--- src/rtl/fma_pkg.sv ---
`timescale 1ns/1ps
package fma_pkg;
  // number of samples in the averaging window
  localparam int TAPS = 3;

  // frame tag codes; the opening code drives the zero fill
  localparam logic [1:0] TAG_IDLE  = 2'b00;
  localparam logic [1:0] TAG_FIRST = 2'b01;
  localparam logic [1:0] TAG_MID   = 2'b10;
  localparam logic [1:0] TAG_LAST  = 2'b11;

  function automatic logic tag_valid(input logic [1:0] t);
    return t != TAG_IDLE;
  endfunction

  function automatic logic tag_opens(input logic [1:0] t);
    return t == TAG_FIRST;
  endfunction
endpackage

--- src/rtl/fma_history.sv ---
`timescale 1ns/1ps
module fma_history
  import fma_pkg::*;
#(
  parameter int DATA_W = 8,
  parameter int NTAPS  = TAPS
) (
  input  logic                    clk,
  input  logic                    rst_n,
  input  logic [DATA_W-1:0]       sample_in,
  input  logic [1:0]              tag_in,
  output logic [NTAPS*DATA_W-1:0] taps_o
);
  localparam int OLD_W = (NTAPS - 1) * DATA_W;

  // named events for the checks below
  logic capture_w;
  logic open_w;
  assign capture_w = tag_valid(tag_in);
  assign open_w    = tag_opens(tag_in);

  logic [DATA_W-1:0] tap_q [NTAPS];

  genvar gi;
  generate
    for (gi = 0; gi < NTAPS; gi++) begin : g_tap
      if (gi == 0) begin : g_head
        always_ff @(posedge clk) begin
          if (!rst_n)         tap_q[gi] <= '0;
          else if (capture_w) tap_q[gi] <= sample_in;
        end
      end else begin : g_body
        always_ff @(posedge clk) begin
          if (!rst_n)         tap_q[gi] <= '0;
          else if (capture_w) tap_q[gi] <= open_w ? '0 : tap_q[gi-1];
        end
      end
      assign taps_o[gi*DATA_W +: DATA_W] = tap_q[gi];
    end
  endgenerate

  // armed once an edge outside reset has occurred
  logic armed_q;
  always_ff @(posedge clk) begin
    if (!rst_n) armed_q <= 1'b0;
    else        armed_q <= 1'b1;
  end

  // frame opening clears the older taps
  assert_zero_fill_R4: assert property (@(posedge clk) disable iff (!rst_n)
    (armed_q && $past(tag_in) == TAG_FIRST) |-> (taps_o[NTAPS*DATA_W-1:DATA_W] == '0));

  // any tagged cycle captures the sample into the newest tap
  assert_capture_R2: assert property (@(posedge clk) disable iff (!rst_n)
    (armed_q && $past(tag_in) != TAG_IDLE) |-> (taps_o[DATA_W-1:0] == $past(sample_in)));

  // idle cycles hold the history
  assert_idle_hold_R5: assert property (@(posedge clk) disable iff (!rst_n)
    (armed_q && $past(tag_in) == TAG_IDLE) |-> $stable(taps_o));

  // opening shift: newest tap moves down only on non-opening samples
  assert_shift_R4: assert property (@(posedge clk) disable iff (!rst_n)
    (armed_q && $past(tag_in) != TAG_IDLE && $past(tag_in) != TAG_FIRST)
      |-> (taps_o[OLD_W +: DATA_W] == $past(taps_o[OLD_W-DATA_W +: DATA_W])));
endmodule

--- src/rtl/fma_scale.sv ---
`timescale 1ns/1ps
module fma_scale
  import fma_pkg::*;
#(
  parameter int DATA_W = 8,
  parameter int NTAPS  = TAPS,
  parameter int COEF   = 85,
  parameter int COEF_W = 7,
  parameter int SHIFT  = 8
) (
  input  logic [NTAPS*DATA_W-1:0]              taps_i,
  output logic [DATA_W+$clog2(NTAPS+1)-1:0]    sum_o,
  output logic [DATA_W-1:0]                    mean_o
);
  localparam int SUM_W  = DATA_W + $clog2(NTAPS + 1);
  localparam int PROD_W = SUM_W + COEF_W;

  // scale a window sum by COEF / 2^SHIFT, truncating toward zero
  function automatic logic [DATA_W-1:0] scale_sum(input logic [SUM_W-1:0] s);
    logic [PROD_W-1:0] prod;
    logic [PROD_W-1:0] kept;
    prod = PROD_W'(s) * PROD_W'(COEF);
    kept = prod >> SHIFT;
    return DATA_W'(kept);
  endfunction

  always_comb begin
    sum_o = '0;
    for (int i = 0; i < NTAPS; i++) begin
      sum_o = sum_o + SUM_W'(taps_i[i*DATA_W +: DATA_W]);
    end
  end

  assign mean_o = scale_sum(sum_o);
endmodule

--- src/rtl/tri_mean_filter.sv ---
`timescale 1ns/1ps
module tri_mean_filter
  import fma_pkg::*;
#(
  parameter int DATA_W = 8,
  parameter int COEF   = 85,
  parameter int COEF_W = 7,
  parameter int SHIFT  = 8
) (
  input  logic              clk,
  input  logic              rst_n,
  input  logic [DATA_W-1:0] sample_in,
  input  logic [1:0]        tag_in,
  output logic [DATA_W-1:0] mean_out,
  output logic [1:0]        tag_out
);
  localparam int SUM_W = DATA_W + $clog2(TAPS + 1);

  logic [TAPS*DATA_W-1:0] taps_w;
  logic [SUM_W-1:0]       sum_w;
  logic [DATA_W-1:0]      mean_w;

  fma_history #(.DATA_W(DATA_W), .NTAPS(TAPS)) u_hist (
    .clk       (clk),
    .rst_n     (rst_n),
    .sample_in (sample_in),
    .tag_in    (tag_in),
    .taps_o    (taps_w)
  );

  fma_scale #(
    .DATA_W(DATA_W), .NTAPS(TAPS), .COEF(COEF), .COEF_W(COEF_W), .SHIFT(SHIFT)
  ) u_scale (
    .taps_i (taps_w),
    .sum_o  (sum_w),
    .mean_o (mean_w)
  );

  // tag travels alongside the history stage, then the output stage
  logic [1:0]        tag_mid_q;
  logic [1:0]        tag_out_q;
  logic [DATA_W-1:0] mean_q;
  logic              load_w;
  logic              run_q;

  assign load_w = tag_valid(tag_mid_q);

  always_ff @(posedge clk) begin
    if (!rst_n) begin
      tag_mid_q <= TAG_IDLE;
      tag_out_q <= TAG_IDLE;
      mean_q    <= '0;
      run_q     <= 1'b0;
    end else begin
      tag_mid_q <= tag_in;
      tag_out_q <= tag_mid_q;
      run_q     <= 1'b1;
      if (load_w) mean_q <= mean_w;
    end
  end

  assign mean_out = mean_q;
  assign tag_out  = tag_out_q;

  // reset clears the outputs
  assert_reset_clear_R1: assert property (@(posedge clk)
    !rst_n |=> (mean_out == '0 && tag_out == TAG_IDLE));

  // tag delay, first stage then second stage
  assert_tag_mid_R6: assert property (@(posedge clk) disable iff (!rst_n)
    run_q |-> (tag_mid_q == $past(tag_in)));
  assert_tag_out_R6: assert property (@(posedge clk) disable iff (!rst_n)
    run_q |-> (tag_out == $past(tag_mid_q)));

  // idle slot keeps the mean and emits an idle tag
  assert_idle_out_R7: assert property (@(posedge clk) disable iff (!rst_n)
    (run_q && tag_mid_q == TAG_IDLE) |=> ($stable(mean_out) && tag_out == TAG_IDLE));

  // the scaled mean never exceeds a true third of the sum
  assert_no_overflow_R3: assert property (@(posedge clk) disable iff (!rst_n)
    (32'(mean_w) * TAPS) <= 32'(sum_w));
endmodule

--- config.mk ---
export PLATFORM = sky130hd
export DESIGN_NAME = tri_mean_filter
export DESIGN_NICKNAME = d
export VERILOG_FILES = /design/src/rtl/fma_pkg.sv /design/src/rtl/fma_history.sv /design/src/rtl/fma_scale.sv /design/src/rtl/tri_mean_filter.sv
export SDC_FILE = /design/constraint.sdc
export NUM_CORES = 1
export LEC_CHECK = 0
export ABC_AREA = 1
export BUFFER_PORTS_ARGS = -buffer_cell sky130_fd_sc_hd__buf_2
export CORE_MARGIN = 4
export CORE_UTILIZATION = 62
export CTS_CLUSTER_DIAMETER = 30
export DETAILED_ROUTE_END_ITERATION = 6
export GPL_TIMING_DRIVEN = 0
export PLACE_DENSITY = 0.81
export SYNTH_ARGS = -nofsm -noshare
export SYNTH_HDL_FRONTEND = slang
export SYNTH_SLANG_ARGS = --single-unit
--- constraint.sdc ---
create_clock -name clk -period 5.8 [get_ports clk]
set_input_delay 0 -clock clk [delete_from_list [all_inputs] [get_ports clk]]
set_output_delay 0 -clock clk [all_outputs]
set_load 0.03 [all_outputs]
## Word-level counts from Yosys, hierarchy flattened

Memory sizes are Yosys's and may differ from the RTL's.
Cells that the tools add are included.

| operators by class | value |
|---|---|
| add/subtract/negate cells | 2 |
| order comparisons | 0 |
| bitwise gates (word level) | 3 |
| divide/modulo/power cells | 0 |
| shift-type cells | 0 |
| $mul | 1 |
| equality and inequality tests | 1 |
| reductions and logical operators | 2 |
| multiplexer cells | 9 |

Operator list:

| operator | count |
|---|---|
| $mux W8 | 5 |
| $mul A10 B7 Y16 const B | 1 |
| $add A10 B8 Y10 | 1 |
| $add A8 B8 Y9 | 1 |
| $mux W1 | 4 |
| $reduce_bool A2 Y1 | 2 |
| $or A1 B1 Y1 | 3 |
| $eq A2 B1 Y1 const B | 1 |

| storage, ports and cells | value |
|---|---|
| input port bits | 12 |
| memory bits (read-only) | 0 |
| memories kept | 1 |
| logic and storage cells | 22 |
| bits in writable memories | 24 |
| flip-flop bits (word level) | 12 |
| latch bits | 0 |

Memory list:

| memory | words | bits a word | read ports | clocked after memory_dff | write ports | line | RTL |
|---|---|---|---|---|---|---|---|
| u_hist.tap_q | 3 | 8 | 3 | 0 | 3 | fma_history.sv:22 | `logic [DATA_W-1:0] tap_q [NTAPS];` |

## Depth between registers and ports, before layout

Gate-level depths: netlist (run 1).

| depth | value |
|---|---|
| word-level depth | 5 |
| gate-level depth with buffers | 34 |
| depth with buffers taken out | 34 |

## Cells and area by module

A second synthesis (run 1) with hierarchy kept.

| unflattened totals | value |
|---|---|
| cells, all modules | 414 |
| area total of the unflattened synthesis | 3273.1 um^2 |

Modules (own cells, without submodules):

| module | cells an instance | area each (um^2) | times used | seq. area each (um^2) |
|---|---|---|---|---|
| fma_scale | 271 | 1869.3 | 1 | 0.0 |
| fma_history | 80 | 955.9 | 1 | 720.7 |
| tri_mean_filter | 63 | 447.9 | 1 | 240.2 |

## Least setup slack after synthesis (run 1)

OpenSTA, ideal clock, no wires.

| timing path | value |
|---|---|
| kind | register to register |
| from | memory u_hist.tap_q[0][2] |
| to | register mean_q[5] (netlist: mean_out[5]) |
| setup time | 109 ps |
| required time | 5691 ps |
| arrival | 4744 ps |
| stages on the path, launching flop included | 30 |
| period minus slack after synthesis | 4853 ps |
| slack | 947 ps |
| path buffers | 0 |
| cells stage by stage | edfxtp_1 > ha_1 > a21oi_1 > nand2_1 > nand2_1 > nand2_1 > a21oi_1 > xor2_1 > inv_1 > ha_1 > nand2_1 > o21ai_2 > nand2_1 > nand2_1 > o21ai_1 > xor2_1 > fa_1 > inv_1 > ha_1 > ha_1 > ha_1 > a21oi_1 > o21ai_0 > a21o_1 > nand3_1 > nand2_1 > nand2_1 > nand3_1 > nand2_1 > inv_1 |

RTL lines:

| element | line | RTL |
|---|---|---|
| from (decl) | fma_history.sv:22 |  |
| to (signal assigned) | tri_mean_filter.sv:58 | `if (load_w) mean_q <= mean_w;` |
| to (decl) | tri_mean_filter.sv:42 | `logic [DATA_W-1:0] mean_q;` |

==> impl_metrics.py, run 1 <==
metrics = {
    "route": {
        "via_per_inst": 5.07,
        "first_pass_iters": 4,
        "routed-wl-met2_mm": 2.99,
        "vias": 2578,
        "dr.first_iter.drc_count": 148,
        "ant_nets": 0,
        "wl_per_cell_um": 12.2,
        "wl_met3_um": 221,
        "wl_met1_mm": 2.86,
        "drcViolationCount": 0,
        "routed_wl_mm": 6.18,
        "top_layer": "met4",
    },
    "run": {
        "maxCapViolations": 0,
    },
    "synth": {
        "synth_edf_count": 24,
        "synth_cells": 406,
        "syn_avg_cell_area_um2": 8.18,
        "synth_top_flop_cell": "edfxtp_1",
        "synth_area_leaders": "ha_1 22%, edfxtp_1 22%, inv_1 11%, dfxtp_1 7.2%, nor2_1 6.1%",
        "yosysMostFrequentCell": "inv_1",
        "netlist.area_leader.share_pct": 21.8,
        "synth_nets": 486,
        "ys_ff_latch": 36,
        "synth_top_area_cell": "ha_1",
        "synth.distinct_cells": 33,
        "seq_area_frac_synth_pct": 28.9,
        "netlist_area_mm2": 0.00332,
        "async_flop_share_pct": 0,
        "ys_warn_count": 0,
        "ys_top_cells_by_count": "95 x inv_1, 58 x ha_1, 54 x nor2_1, 53 x nand2_1, 24 x edfxtp_1",
    },
    "global_route": {
        "grt.overflow.total": 0,
        "grt_pass1_vias": 2578,
        "track_usage_pct": 21.5,
        "grt_start_max_net_pins": 25,
        "grt_antenna_before_repair": 0,
        "grt_pass1_wl_mm": 11.0,
    },
    "sta": {
        "max_freq_mhz": 185,
        "setup_slack_ns": 0.395,
        "worst_clock_skew_ns": 0.0112,
        "fin_hold_ws_ns": 0.0161,
        "min_period_ns": 5.40,
        "drv_slew": 0,
        "setup_viol": 0,
        "slew_headroom_pct": 32.0,
        "worst-slew-pin-transition_ns": 1.02,
        "setup_tns_ns": 0,
        "layout_worst_path_cycle_share_pct": 93.2,
        "final-hold-violation-count": 0,
    },
    "clock_tree": {
        "cts_root_buffer": "clkbuf_8",
        "clk_pin_slew_ns": 0.08,
        "clock_sinks": 36,
        "cts_tree": "yes",
        "clk-insertion-delay-late_ns": 0.30,
        "cts.path.max_buffers": 2,
        "cts_buffers": 5,
        "htree_levels": 2,
    },
    "floorplan": {
        "rows": 26,
        "die_height_um": 81.2,
        "start_util_pct": 64.6,
        "die_x_um": 81.2,
        "pin_count": 22,
        "dieArea_mm2": 0.00659,
        "core_mm2": 0.00514,
    },
    "critical_path": {
        "critPathSlowestCell": "edfxtp_1",
        "crit_path_end_kind": "flip-flop",
        "r2r_slack_ns": 0.40,
        "cp_max_fo": 5,
        "start_kind": "flip-flop",
        "crit_arrival_ns": 5.64,
        "critPathRequiredTime_ns": 6.04,
        "crit_type": "flip-flop to flip-flop",
        "crit_path_max_incr_delay_ns": 0.40,
    },
    "cells_and_area": {
        "antennaDiodeCount": 0,
        "drive_gt1_share_pct": 11.2,
        "stdcell_count": 508,
        "final_util_pct": 71.4,
        "fin_nets": 517,
        "stdcell_area_mm2": 0.00367,
        "fill_cells": 436,
        "syn2layout_area_growth_pct": 10.5,
    },
    "place": {
        "io_buffer_count": 20,
        "dpl_cell_area_mm2": 0.00351,
        "dp_slack_ns": 0.372,
        "gp_congestion": 0.834,
        "dpl.hpwl_mm": 4.88,
        "place_inst": 496,
    },
    "power": {
        "peakVddDrop_mv": 0.385,
        "p_sw_share_pct": 51.3,
        "pwr-share-seq_pct": 16.3,
        "p_per_area_mw_per_mm2": 536,
        "p_leak_nw": 2.06,
        "power_mw": 1.97,
        "p_int_mw": 0.958,
        "comb_power_share_pct": 74.6,
        "p_sw_mw": 1.01,
        "power.share.clock_pct": 9.1,
    },
    "outcome": {
        "status": "finished, final reports clean",
    },
    "worst_hold_path": {
        "hold_path.class": "input pin to flip-flop",
    },
}
## cells by family after synthesis
group | after synthesis | synth area share (%)
XOR/XNOR | 23 | 6.29
flip-flops | 36 | 28.9
AO/OA/AOI/OAI | 42 | 7.87
adder cells (fa/ha/maj) | 68 | 27.9
AND/OR/NAND/NOR | 137 | 17.6
buffers and inverters | 100 | 11.4
## repair_timing
action                                 CTS  global route
setup endpoints to repair                0             5
setup buffers                            0             0
endpoints found under the hold margin    4             0
gates resized for setup                  0             7
hold buffers                             4             0
## final timing paths
| path | startpoint | to | depth (start not counted) |
|---|---|---|---|
| worst min register to register | tag_mid_q[0] | tag_out[0] | 2 |
| worst max register to register | u_hist.tap_q[0][2] | mean_out[6] | 28 |
| worst min-delay path | sample_in[6] | u_hist.tap_q[0][6] | 3 |
| worst max-delay path | u_hist.tap_q[0][2] | mean_out[6] | 28 |
## cell usage in the layout (no fill, tap or decap), drive strengths merged
master,n
inv,96
nand2,59
ha,58
nor2,55
edfxtp,24
buf,22
nand3,20
o21ai,17
xor2,15
dfxtp,12
a21oi,12
fa,10
clkbuf,9
xnor2,8
a31oi,4
o21bai,4
dlygate4sd3,4
a21o,2
o211ai,2
nor3,2
a31o,1
nand4,1
clkinv,1
## sequential cells by signal, summed over array words and instances (netlist names)
name          cells
u_hist.tap_q     24
mean_out          8
tag_mid_q         2
tag_out           2
## power by group through the flow
stage	combinational, mW	sequential (mW)	clock [mW]
floorplan	1.12	0.362	0
global placement	1.38	0.326	0
detailed placement	1.42	0.327	0
CTS	1.45	0.321	0.183
global route	1.71	0.325	0.195
finish	1.47	0.321	0.179
## layer usage
| metal | GRT usage [%] | vias up |
|---|---|---|
| met4 | 8.11 | 0 |
| met2 | 37.3 | 60 |
| met5 | 0 | - |
| met3 | 3.10 | 13 |
| met1 | 27.0 | 1162 |
| li1 | - | 1343 |
## final cells by class
class,instances,area (um2),share of cell area (%)
inverters,96,360,9.82
clock inverters,1,8.76,0.239
plain buffers,4,20.0,0.545
well taps,70,87.6,2.39
multi-input cells,270,2020,54.9
flip-flops and latches,36,961,26.2
clock buffers,7,76.3,2.08
repair buffers,24,140,3.82
## worst max-delay path: cells and delay by family (launching register included)
family | cells | cell delay (ns)
xor+xnor | 2 | 0.35
flops | 1 | 0.40
compound gates | 7 | 1.05
fa+ha+maj | 7 | 2.36
simple gates | 9 | 0.88
buf+inv | 3 | 0.26
No activity file was read; power rests on OpenSTA's default activity.
==> inputs of run 2 (changes only) <==
Settings changed: REMOVE_ABC_BUFFERS from default to 1.
==> run 2 against run 1 <==
Effect of this change:
- utilization down 0.68 points
- count of clock-buffer cells in the layout down 2
- via count down 2.2%
- routed wire length down 5.3%
- power down 0.18%
- die area unchanged
- highest routed layer unchanged
- flip-flop and latch count unchanged
==> impl_metrics.py, run 2 (synthesis gave the netlist of run 1 again) <==
metrics = {
    "outcome": {
        "status": "finished, final reports clean",
    },
    "clock_tree": {
        "clk_pin_slew_ns": 0.07,
        "clock_sinks": 36,
        "cts_buffers": 5,
        "cts.path.max_buffers": 2,
        "cts_tree": "yes",
        "clk-insertion-delay-late_ns": 0.29,
        "cts_setup_buffers": 0,
        "cts_root_buffer": "clkbuf_8",
        "htree_levels": 2,
    },
    "cells_and_area": {
        "fill_cells": 448,
        "final_common_cell": "inv_1",
        "stdcell_count": 504,
        "regMostFlops": "u_hist.tap_q",
        "antennaDiodeCount": 0,
        "drive_gt1_share_pct": 10.8,
        "largest_reg_flops": 24,
        "final_cell_mix": "95 x inv_1, 58 x ha_1, 54 x nor2_1, 53 x nand2_1, 24 x edfxtp_1",
        "final_util_pct": 70.7,
        "syn2layout_area_growth_pct": 9.45,
        "fin_nets": 513,
    },
    "sta": {
        "slew_headroom_pct": 33.2,
        "setup_tns_ns": 0,
        "layout_worst_path_cycle_share_pct": 92.7,
        "drv_slew": 0,
        "min_period_ns": 5.38,
        "worst-slew-pin-transition_ns": 0.999,
        "worst_clock_skew_ns": 0.00962,
        "setup_viol": 0,
        "max_freq_mhz": 186,
        "final-hold-violation-count": 0,
        "fin_hold_ws_ns": 0.00439,
    },
    "critical_path": {
        "crit_path_end_kind": "flip-flop",
        "cp_max_fo": 5,
        "cp_common_cell": "nand2_1",
        "critPathSlowestCell": "fa_1",
        "crit_type": "flip-flop to flip-flop",
        "start_kind": "flip-flop",
        "crit_path_max_incr_delay_ns": 0.51,
        "r2r_cells": 33,
        "critPathRequiredTime_ns": 6.04,
        "crit_arrival_ns": 5.62,
    },
    "floorplan": {
        "die_x_um": 81.2,
        "pin_count": 22,
        "die_height_um": 81.2,
        "rows": 26,
        "dieArea_mm2": 0.00659,
        "core_mm2": 0.00514,
        "start_util_pct": 64.6,
    },
    "place": {
        "io_buffer_count": 21,
        "place_inst": 493,
        "dpl.hpwl_mm": 4.84,
        "gp_congestion": 0.833,
    },
    "route": {
        "dr.first_iter.drc_count": 131,
        "drcViolationCount": 0,
        "ant_nets": 0,
        "routed_wl_mm": 5.85,
        "wl_per_cell_um": 11.6,
        "first_pass_iters": 4,
        "vias": 2522,
        "via_per_inst": 5.00,
    },
    "worst_hold_path": {
        "worstHoldPathCells": 3,
        "hold_path.class": "input pin to flip-flop",
    },
    "power": {
        "comb_power_share_pct": 74.6,
        "p_int_mw": 0.953,
        "p_per_area_mw_per_mm2": 540,
        "p_sw_mw": 1.01,
        "peakVddDrop_mv": 0.424,
        "pwr-share-seq_pct": 16.3,
        "power.share.clock_pct": 9.1,
        "p_leak_nw": 2.05,
        "p_sw_share_pct": 51.5,
    },
    "global_route": {
        "track_usage_pct": 20.7,
        "grt_pass1_wl_mm": 10.7,
        "grt_start_max_net_pins": 25,
        "grt.overflow.total": 0,
        "grt_antenna_before_repair": 0,
        "grt_pass1_vias": 2541,
    },
    "run": {
        "maxCapViolations": 0,
    },
}
[run 2: cell types whose count changed in the layout (fill, tap and decap cells not counted), sizes merged]
cell and change:
dlygate4sd3 -1, buf -1, clkinv +2, clkbuf -4
[run 2: critical path, delay by kind of cell, from the launching register on]
kind	cells	cell delay (ns)
compound gates	3	0.28
fa+ha+maj	8	2.63
flops	1	0.37
simple gates	15	1.53
buf+inv	6	0.35
xor+xnor	1	0.14
[run 2: per-layer routing]
metal	wire length, um	vias up	global-route usage (%)
li1	-	1329	-
met1	2760	1154	26.9
met2	2900	32	36.5
met3	133	7	2.66
met4	57	0	5.24
met5	0	-	0
[run 2: area by class of cell]
class | count | area, um2 | area share [%]
clock buffer | 5 | 68.8 | 1.89
clock inverter | 3 | 18.8 | 0.516
inverter | 96 | 360 | 9.91
multi-input combinational | 270 | 2000 | 55.1
sequential | 36 | 961 | 26.4
tap | 70 | 87.6 | 2.41
timing repair buffer | 24 | 135 | 3.72
[run 2: power by group through the flow]
stage | Combinational (mW) | Clock (mW) | Sequential, mW
2_1_floorplan | 1.11 | 0 | 0.362
3_3_place_gp | 1.37 | 0 | 0.326
4_1_cts | 1.45 | 0.182 | 0.322
6_report | 1.47 | 0.179 | 0.321
3_5_place_dp | 1.43 | 0 | 0.328
5_1_grt | 1.71 | 0.196 | 0.325
[run 2: what timing repair did]
action,4_1_cts,5_1_grt
hold buffers,3,0
gates resized for setup,0,5
endpoints found under the hold margin,4,0
endpoints found under the setup margin,0,4
[run 2: per-stage QoR]
| step | instance area, um2 | power, mW | worst slack (ns) |
|---|---|---|---|
| floorplan | 3300 | 1.48 | 0.941 |
| global placement | 3490 | 1.69 | 0.538 |
| detailed placement | 3490 | 1.76 | 0.413 |
| CTS | 3610 | 1.95 | 0.382 |
| global route | 3640 | 2.23 | -0.00103 |
| finish | 3640 | 1.97 | 0.422 |
[run 2: final timing paths]
kind                      startpoint                  to  slack, ns
hold / removal          sample_in[3]  u_hist.tap_q[0][3]      0.004
setup / recovery  u_hist.tap_q[1][0]         mean_out[6]       0.42
hold reg to reg         tag_mid_q[0]          tag_out[0]       0.44
setup reg to reg  u_hist.tap_q[1][0]         mean_out[6]       0.42
